==> config.mk <==
export PLATFORM = sky130hd
export DESIGN_NAME = rxr_wb_engine
export DESIGN_NICKNAME = d
export VERILOG_FILES = /design/src/rtl/rxr_pkg.sv /design/src/rtl/rxr_ring_ptr.sv /design/src/rtl/rxr_desc_snap.sv /design/src/rtl/rxr_fill.sv /design/src/rtl/rxr_miss_ctr.sv /design/src/rtl/rxr_wb_engine.sv
export SDC_FILE = /design/constraint.sdc
export NUM_CORES = 1
export LEC_CHECK = 0
export BUFFER_PORTS_ARGS = -buffer_cell sky130_fd_sc_hd__buf_4
export CAP_MARGIN = 5
export CORE_UTILIZATION = 40
export DETAILED_ROUTE_END_ITERATION = 7
export PLACE_DENSITY = 0.74
export SETUP_SLACK_MARGIN = 0.3
export SYNTH_ARGS = -nofsm -noshare
export SYNTH_HDL_FRONTEND = slang
export SYNTH_HIERARCHICAL = 1
export SYNTH_SLANG_ARGS = --single-unit
==> constraint.sdc <==
create_clock -name clk -period 5.5 [get_ports clk]
set_clock_uncertainty 0.05 [all_clocks]
set_input_delay 0.825 -clock clk [delete_from_list [all_inputs] [get_ports clk]]
set_output_delay 0.825 -clock clk [all_outputs]
set_load 0.03 [all_outputs]
==> src/rtl/rxr_pkg.sv <==
package rxr_pkg;

   typedef enum logic [2:0] {
      ST_POLL_A  = 3'd0,
      ST_POLL_B  = 3'd1,
      ST_POLL_C  = 3'd2,
      ST_RX      = 3'd3,
      ST_DROP    = 3'd4,
      ST_WB_LEN  = 3'd5,
      ST_WB_STAT = 3'd6
   } rxr_state_e;

   // byte offsets inside one ring entry
   localparam int unsigned ENT_BASE_OFS = 0;
   localparam int unsigned ENT_CTRL_OFS = 4;
   localparam int unsigned ENT_MLEN_OFS = 8;
   localparam int unsigned ENT_SHIFT    = 4;

   // release word: ownership cleared, start/end set, error bits in high byte
   function automatic logic [31:0] rxr_release_word(input logic fram, input logic ovf,
                                                    input logic crc, input logic bufe,
                                                    input logic [15:0] buflen);
      return {1'b0, 1'b0, fram, ovf, crc, bufe, 1'b1, 1'b1, 8'h00, buflen};
   endfunction

endpackage

==> src/rtl/rxr_ring_ptr.sv <==
module rxr_ring_ptr #(
   parameter int MAX_LOG = 7
) (
   input  logic               clk,
   input  logic               rst_n,
   input  logic [3:0]         len_code,
   input  logic               advance,
   output logic [MAX_LOG-1:0] idx
);
   localparam int IDX_W = MAX_LOG;

   logic [3:0]     lg;
   logic [IDX_W:0] last_v;

   always_comb begin
      lg     = (32'(len_code) > MAX_LOG) ? 4'(MAX_LOG) : len_code;
      last_v = ((IDX_W+1)'(1) << lg) - (IDX_W+1)'(1);
   end

   always_ff @(posedge clk) begin
      if (!rst_n)
         idx <= '0;
      else if (advance)
         idx <= ({1'b0, idx} >= last_v) ? '0 : idx + 1'b1;
   end
endmodule

==> src/rtl/rxr_desc_snap.sv <==
module rxr_desc_snap #(
   parameter int AW = 32
) (
   input  logic          clk,
   input  logic          rst_n,
   input  logic          cap_ctrl,
   input  logic          cap_base,
   input  logic          clr,
   input  logic [31:0]   rdata,
   output logic          valid,
   output logic          own,
   output logic [15:0]   buflen,
   output logic [AW-1:0] base
);
   logic        tmp_own;
   logic [15:0] tmp_len;
   logic [14:0] unused_ctrl;

   assign unused_ctrl = rdata[30:16];

   always_ff @(posedge clk) begin
      if (!rst_n) begin
         tmp_own <= 1'b0;
         tmp_len <= '0;
         valid   <= 1'b0;
         own     <= 1'b0;
         buflen  <= '0;
         base    <= '0;
      end else begin
         if (cap_ctrl) begin
            tmp_own <= rdata[31];
            tmp_len <= rdata[15:0];
         end
         if (clr) begin
            valid <= 1'b0;
         end else if (cap_base) begin
            valid  <= 1'b1;
            own    <= tmp_own;
            buflen <= tmp_len;
            base   <= rdata[AW-1:0];
         end
      end
   end
endmodule

==> src/rtl/rxr_fill.sv <==
module rxr_fill #(
   parameter int LEN_W = 12
) (
   input  logic             clk,
   input  logic             rst_n,
   input  logic             beat,
   input  logic             first,
   input  logic [15:0]      size,
   output logic [LEN_W-1:0] off,
   output logic             room,
   output logic [LEN_W-1:0] stored,
   output logic             trunc
);
   logic [LEN_W-1:0] cnt_q;
   logic [LEN_W-1:0] nxt;
   logic             trunc_q;

   always_comb begin
      off    = first ? '0 : cnt_q;
      room   = 32'(off) < 32'(size);
      nxt    = (off == '1) ? off : off + 1'b1;
      stored = trunc_q ? size[LEN_W-1:0] : cnt_q;
      trunc  = trunc_q;
   end

   always_ff @(posedge clk) begin
      if (!rst_n) begin
         cnt_q   <= '0;
         trunc_q <= 1'b0;
      end else if (beat) begin
         cnt_q   <= nxt;
         trunc_q <= (first ? 1'b0 : trunc_q) | ~room;
      end
   end
endmodule

==> src/rtl/rxr_miss_ctr.sv <==
module rxr_miss_ctr #(
   parameter int W   = 8,
   parameter bit SAT = 1'b1
) (
   input  logic         clk,
   input  logic         rst_n,
   input  logic         inc,
   output logic [W-1:0] cnt
);
   generate
      if (SAT) begin : g_sat
         always_ff @(posedge clk) begin
            if (!rst_n)
               cnt <= '0;
            else if (inc && (cnt != '1))
               cnt <= cnt + 1'b1;
         end
      end else begin : g_wrap
         always_ff @(posedge clk) begin
            if (!rst_n)
               cnt <= '0;
            else if (inc)
               cnt <= cnt + 1'b1;
         end
      end
   endgenerate
endmodule

==> src/rtl/rxr_wb_engine.sv <==
module rxr_wb_engine
   import rxr_pkg::*;
#(
   parameter int AW       = 32,
   parameter int MAX_LOG  = 7,
   parameter int LEN_W    = 12,
   parameter int MISS_W   = 8,
   parameter bit MISS_SAT = 1'b1
) (
   input  logic               clk,
   input  logic               rst_n,
   input  logic [AW-1:0]      ring_base,
   input  logic [15:0]        ring_lens,
   input  logic               in_valid,
   input  logic [7:0]         in_data,
   input  logic               in_last,
   input  logic [2:0]         in_err,
   output logic               mem_req,
   output logic               mem_we,
   output logic [AW-1:0]      mem_addr,
   output logic [3:0]         mem_be,
   output logic [31:0]        mem_wdata,
   input  logic [31:0]        mem_rdata,
   output logic [MAX_LOG-1:0] ring_idx,
   output logic [MISS_W-1:0]  miss_count
);
   localparam int IDX_W = MAX_LOG;

   if (MAX_LOG < 1 || MAX_LOG > 12) begin : g_bad_log
      $error("rxr_wb_engine: MAX_LOG must lie in 1..12");
   end
   if (LEN_W < 8 || LEN_W > 16) begin : g_bad_len
      $error("rxr_wb_engine: LEN_W must lie in 8..16");
   end
   if (AW < 16 || AW > 32) begin : g_bad_aw
      $error("rxr_wb_engine: AW must lie in 16..32");
   end
   if (MISS_W < 1) begin : g_bad_miss
      $error("rxr_wb_engine: MISS_W must be at least 1");
   end

   rxr_state_e st_q, st_d;

   logic             idle, start, take, beat, advance, miss_inc;
   logic             snap_valid, snap_own;
   logic [15:0]      snap_buflen, buf_size;
   logic [AW-1:0]    snap_base, ent_addr;
   logic [LEN_W-1:0] off, stored;
   logic             room, trunc;
   logic [2:0]       err_q;
   logic [11:0]      unused_lens;

   assign unused_lens = {ring_lens[15:8], ring_lens[3:0]};

   always_comb begin
      idle     = (st_q == ST_POLL_A) || (st_q == ST_POLL_B) || (st_q == ST_POLL_C);
      start    = idle && in_valid;
      take     = start && snap_valid && snap_own;
      beat     = take || ((st_q == ST_RX) && in_valid);
      advance  = (st_q == ST_WB_STAT);
      miss_inc = (start && !take && in_last) || ((st_q == ST_DROP) && in_valid && in_last);
      buf_size = ~snap_buflen + 16'd1;
      ent_addr = ring_base + (AW'(ring_idx) << ENT_SHIFT);
   end

   rxr_ring_ptr #(.MAX_LOG(MAX_LOG)) u_ptr (
      .clk      (clk),
      .rst_n    (rst_n),
      .len_code (ring_lens[7:4]),
      .advance  (advance),
      .idx      (ring_idx)
   );

   rxr_desc_snap #(.AW(AW)) u_snap (
      .clk      (clk),
      .rst_n    (rst_n),
      .cap_ctrl ((st_q == ST_POLL_B) && !start),
      .cap_base ((st_q == ST_POLL_C) && !start),
      .clr      (advance),
      .rdata    (mem_rdata),
      .valid    (snap_valid),
      .own      (snap_own),
      .buflen   (snap_buflen),
      .base     (snap_base)
   );

   rxr_fill #(.LEN_W(LEN_W)) u_fill (
      .clk    (clk),
      .rst_n  (rst_n),
      .beat   (beat),
      .first  (take),
      .size   (buf_size),
      .off    (off),
      .room   (room),
      .stored (stored),
      .trunc  (trunc)
   );

   rxr_miss_ctr #(.W(MISS_W), .SAT(MISS_SAT)) u_miss (
      .clk   (clk),
      .rst_n (rst_n),
      .inc   (miss_inc),
      .cnt   (miss_count)
   );

   // error flags are taken with the final byte only
   always_ff @(posedge clk) begin
      if (!rst_n)
         err_q <= '0;
      else if (beat && in_last)
         err_q <= in_err;
   end

   // memory port steering
   always_comb begin
      mem_req   = 1'b0;
      mem_we    = 1'b0;
      mem_addr  = '0;
      mem_be    = '0;
      mem_wdata = '0;
      if (beat) begin
         if (room) begin
            mem_req   = 1'b1;
            mem_we    = 1'b1;
            mem_addr  = snap_base + AW'(off);
            mem_be    = 4'b0001 << mem_addr[1:0];
            mem_wdata = {4{in_data}};
         end
      end else if (st_q == ST_WB_LEN) begin
         mem_req   = 1'b1;
         mem_we    = 1'b1;
         mem_addr  = ent_addr + AW'(ENT_MLEN_OFS);
         mem_be    = 4'hF;
         mem_wdata = 32'(stored);
      end else if (st_q == ST_WB_STAT) begin
         mem_req   = 1'b1;
         mem_we    = 1'b1;
         mem_addr  = ent_addr + AW'(ENT_CTRL_OFS);
         mem_be    = 4'hF;
         mem_wdata = rxr_release_word(err_q[2], trunc, err_q[1], err_q[0], snap_buflen);
      end else if (!start && (st_q == ST_POLL_A)) begin
         mem_req  = 1'b1;
         mem_addr = ent_addr + AW'(ENT_CTRL_OFS);
      end else if (!start && (st_q == ST_POLL_B)) begin
         mem_req  = 1'b1;
         mem_addr = ent_addr + AW'(ENT_BASE_OFS);
      end
   end

   always_comb begin
      st_d = st_q;
      case (st_q)
         ST_POLL_A, ST_POLL_B, ST_POLL_C: begin
            if (start) begin
               if (take) st_d = in_last ? ST_WB_LEN : ST_RX;
               else      st_d = in_last ? ST_POLL_A : ST_DROP;
            end else if (st_q == ST_POLL_A) st_d = ST_POLL_B;
            else if (st_q == ST_POLL_B)     st_d = ST_POLL_C;
            else                            st_d = ST_POLL_A;
         end
         ST_RX:      if (in_valid && in_last) st_d = ST_WB_LEN;
         ST_DROP:    if (in_valid && in_last) st_d = ST_POLL_A;
         ST_WB_LEN:  st_d = ST_WB_STAT;
         ST_WB_STAT: st_d = ST_POLL_A;
         default:    st_d = ST_POLL_A;
      endcase
   end

   always_ff @(posedge clk) begin
      if (!rst_n) st_q <= ST_POLL_A;
      else        st_q <= st_d;
   end
endmodule

==> run metrics <==
placement row count=55; arrival time of data at the critical path endpoint=4.21 ns; worst-case setup margin in the final layout=0.413 ns; layout-stage area growth over the synthesis result=20.7%; clock transition at the registers of the reported paths=0.08 ns; NumNets Final=1494; Warnings, synthesis=6; Root Buffer=sky130_fd_sc_hd__clkbuf_16; fraction of layout cells with a size suffix above 1=21.7%; Post-Route Setup TNS=0 ns; Register-to-Register Path Depth=11; share of synthesized area occupied by flip-flops and latches=21.4%; wire length of the first global-routing pass=46600 um; placer's final routability congestion estimate=0.975; Buffers on Ports=167; Core Box Area=22900 um2; Total Die Area=24300 um2; Syn Std Cell Area=9460 um2; area fraction of the dominant cell type after synthesis=21.4%; Util after Layout=49.8%; design area=11400 um2; Post-synth top cells=189 x sky130_fd_sc_hd__nand2_1, 101 x sky130_fd_sc_hd__dfxtp_1, 73 x sky130_fd_sc_hd__nor2_1, 72 x sky130_fd_sc_hd__mux2i_1, 51 x sky130_fd_sc_hd__xnor2_1; Final Max Slew Viols=0; most frequently used cell type in the post-synthesis netlist=sky130_fd_sc_hd__nand2_1; cell count of the worst hold path=2; largest delay contributor family on the critical path=compound AO/OA/AOI/OAI gates; Synth Area per Inst=7.84 um2; highest cell delay on the worst timing path=0.40 ns; Detailed Route Iter0 Violations=830; min cycle time layout=5.09 ns; post-detailed-route DRC marker count=0; drt first pass iters=5; via count of the first global-routing pass=8828; level count of the clock H-tree=3; crit path max-delay cell type=sky130_fd_sc_hd__ha_1; total routed wirelength=30100 um; clock tree from TritonCTS=built; Skew-Pair Late Insertion Delay=0.36 ns; total nets after synthesis=1347; hold violation total from the final report=0; FF+latch count, synth=101; cells taking the most area after synthesis=sky130_fd_sc_hd__dfxtp_1 21%, sky130_fd_sc_hd__mux2i_1 7.6%, sky130_fd_sc_hd__nand2_1 7.5%; Bufs and invs on worst path=5; largest driver fanout on the critical path=27; number of cells on the critical path=16; Tcrit/Tclk final=92.5%; initial antenna violation count=0; number of antenna-violating nets in the routed design=0; asr flop ratio synth=0%; TritonCTS buffer count=9; switching power of the nets=583 uW; largest net degree at the start of global routing=91; count of mapped cells out of synthesis=1206; Sw Ratio=32.3%; number of library cell types mapped by synthesis=105; share of total power in sequential cells=41.6%; floorplan die height=156 um; transition time of the tightest slew-check pin=1.04 ns; EDFF count, synth=0; area of placed instances=11000 um2; half-perimeter wire length of the detailed placement result=22900 um; cell type contributing the most total cell area after synthesis=sky130_fd_sc_hd__dfxtp_1; horizontal die dimension=156 um; critical path data required time=4.62 ns; leakage power figure=0.00456 uW; TritonCTS Sinks=101; routed via count=9758; boundary pin count=180; worst slack, placed=0.234 ns; diodes inserted=0; number of maximum-capacitance violations=0; vias per cell=5.84; CTS Hold Buffers Added=0; top achievable clock speed=0.197 GHz; prevailing post-synth register cell=sky130_fd_sc_hd__dfxtp_1; final-layout fill cell count=2248; Bufs on Longest Clock Path=2; RSZ-0062 raised after global routing=true; worst min path class=reg -> reg; Clock power frac=34.7%; Cell Int Power=1220 uW; cell breakdown of the critical path=buf_4 > nand2b_1 > nor3b_2 > buf_6 > and2b_4 > ha_1 > inv_1 > a2111oi_0 > a221oi_1 > buf_4 > nor2_1 > nand2_1 > xor2_1 > o22ai_1 > a221o_1 > buf_4; final setup violating endpoints=0; worst relative slew slack=30.3%; Worst Setup Path Type=in -> out; most used cell along the critical path=sky130_fd_sc_hd__buf_4; initial cell density of the core=41.3%; kind of start point of the critical path=primary input; proportion of power drawn by combinational gates=23.7%; Worst setup EP type=output port; total power divided by cell area=158 nW/um2; GRT Total Usage=24.1%; result of the run=finished clean; overflow left after global routing=0; highest ir drop seen on vdd=0.113 mV; wire length per cell after detailed routing=18.0 um
-- layer usage --
metal,GRT usage [%],share of wire [%],vias to the layer above
li1,-,-,4715
met1,33.2,46,4636
met2,38.1,45,357
met3,3.83,6.4,50
met4,7.89,2.7,0
met5,0,0,-
-- cell families after synthesis --
| kind of cell | count (synthesis) | share of synthesized area [%] |
|---|---|---|
| fa+ha+maj | 46 | 6.25 |
| flops | 101 | 21.4 |
| xor+xnor | 100 | 9.34 |
| simple gates | 515 | 28.8 |
| buf+inv | 97 | 4.84 |
| compound gates | 263 | 20.4 |
| mux | 84 | 9.05 |
-- tightest hold or removal path, delay by kind of cell (launching register included) --
family	cells	cell delay, ns
mux	1	0.05
flops	1	0.31
simple gates	1	0.05
-- cells in the final DEF, fill, tap and decap left out, types with 10 or more instances in the layout --
master	count
sky130_fd_sc_hd__nor2b_1	33
sky130_fd_sc_hd__o21ai_1	11
sky130_fd_sc_hd__a21o_1	18
sky130_fd_sc_hd__xnor2_1	51
sky130_fd_sc_hd__o21ai_0	37
sky130_fd_sc_hd__o22ai_1	18
sky130_fd_sc_hd__nor4b_1	10
sky130_fd_sc_hd__a221o_1	17
sky130_fd_sc_hd__nor4_1	18
sky130_fd_sc_hd__mux2i_1	72
sky130_fd_sc_hd__o21a_1	11
sky130_fd_sc_hd__nand3_1	43
sky130_fd_sc_hd__buf_4	196
sky130_fd_sc_hd__a21oi_1	36
sky130_fd_sc_hd__and3_1	25
sky130_fd_sc_hd__nand4_1	19
sky130_fd_sc_hd__o211ai_1	12
sky130_fd_sc_hd__nor3_1	25
sky130_fd_sc_hd__dfxtp_1	100
sky130_fd_sc_hd__ha_1	44
sky130_fd_sc_hd__xor2_1	47
sky130_fd_sc_hd__inv_1	32
sky130_fd_sc_hd__mux2_2	11
sky130_fd_sc_hd__nand2_1	189
sky130_fd_sc_hd__nor2_1	73
-- path summary, 6_finish.rpt --
kind                                    startpoint           endpoint  slack [ns]
worst max-delay path                      in_valid       mem_addr[21]        0.41
worst min-delay path            u_snap/tmp_len[15]  u_snap/buflen[15]        0.41
worst max register to register             st_q[2]    u_fill/cnt_q[5]        2.32
worst min register to register  u_snap/tmp_len[15]  u_snap/buflen[15]        0.41
-- power by group through the flow --
stage          combinational, uW  clock [uW]  sequential [uW]
2_1_floorplan                254           0              764
3_3_place_gp                 416           0              768
3_5_place_dp                 420           0              768
4_1_cts                      421         636              751
5_1_grt                      455         664              753
6_report                     428         626              751
-- layout make-up --
cell class	count	area (um2)	area share [%]
clock buffer	9	225	1.97
clock inverter	6	56.3	0.493
inverter	34	128	1.12
multi-input combinational	1009	7090	62.1
sequential	101	2020	17.7
tap	313	392	3.43
timing repair buffer	198	1500	13.2
-- through the flow --
step                hold WS, ns  instances  power (uW)
floorplan                 0.387       1206        1020
global placement          0.396       1653        1180
detailed placement        0.404       1653        1190
CTS                       0.407       1668        1810
global route              0.430       1670        1870
finish                    0.405       1670        1810
-- state kept, by name, indices dropped and copies added, names as in the netlist, 3 cells and up --
register and cells:
u_ptr/idx 7, u_snap/buflen 16, u_miss/cnt 8, u_snap/tmp_len 16, u_fill/cnt_q 12, err_q 3, u_snap/base 32, st_q 3
-- what timing repair did --
action,in CTS,in global routing
gates resized for setup,2,15
endpoints found under the hold margin,0,0
gates cloned,0,1
endpoints found under the setup margin,8,25
setup buffers,0,1
pin swaps,0,9
(Power assumes the default switching activity.)
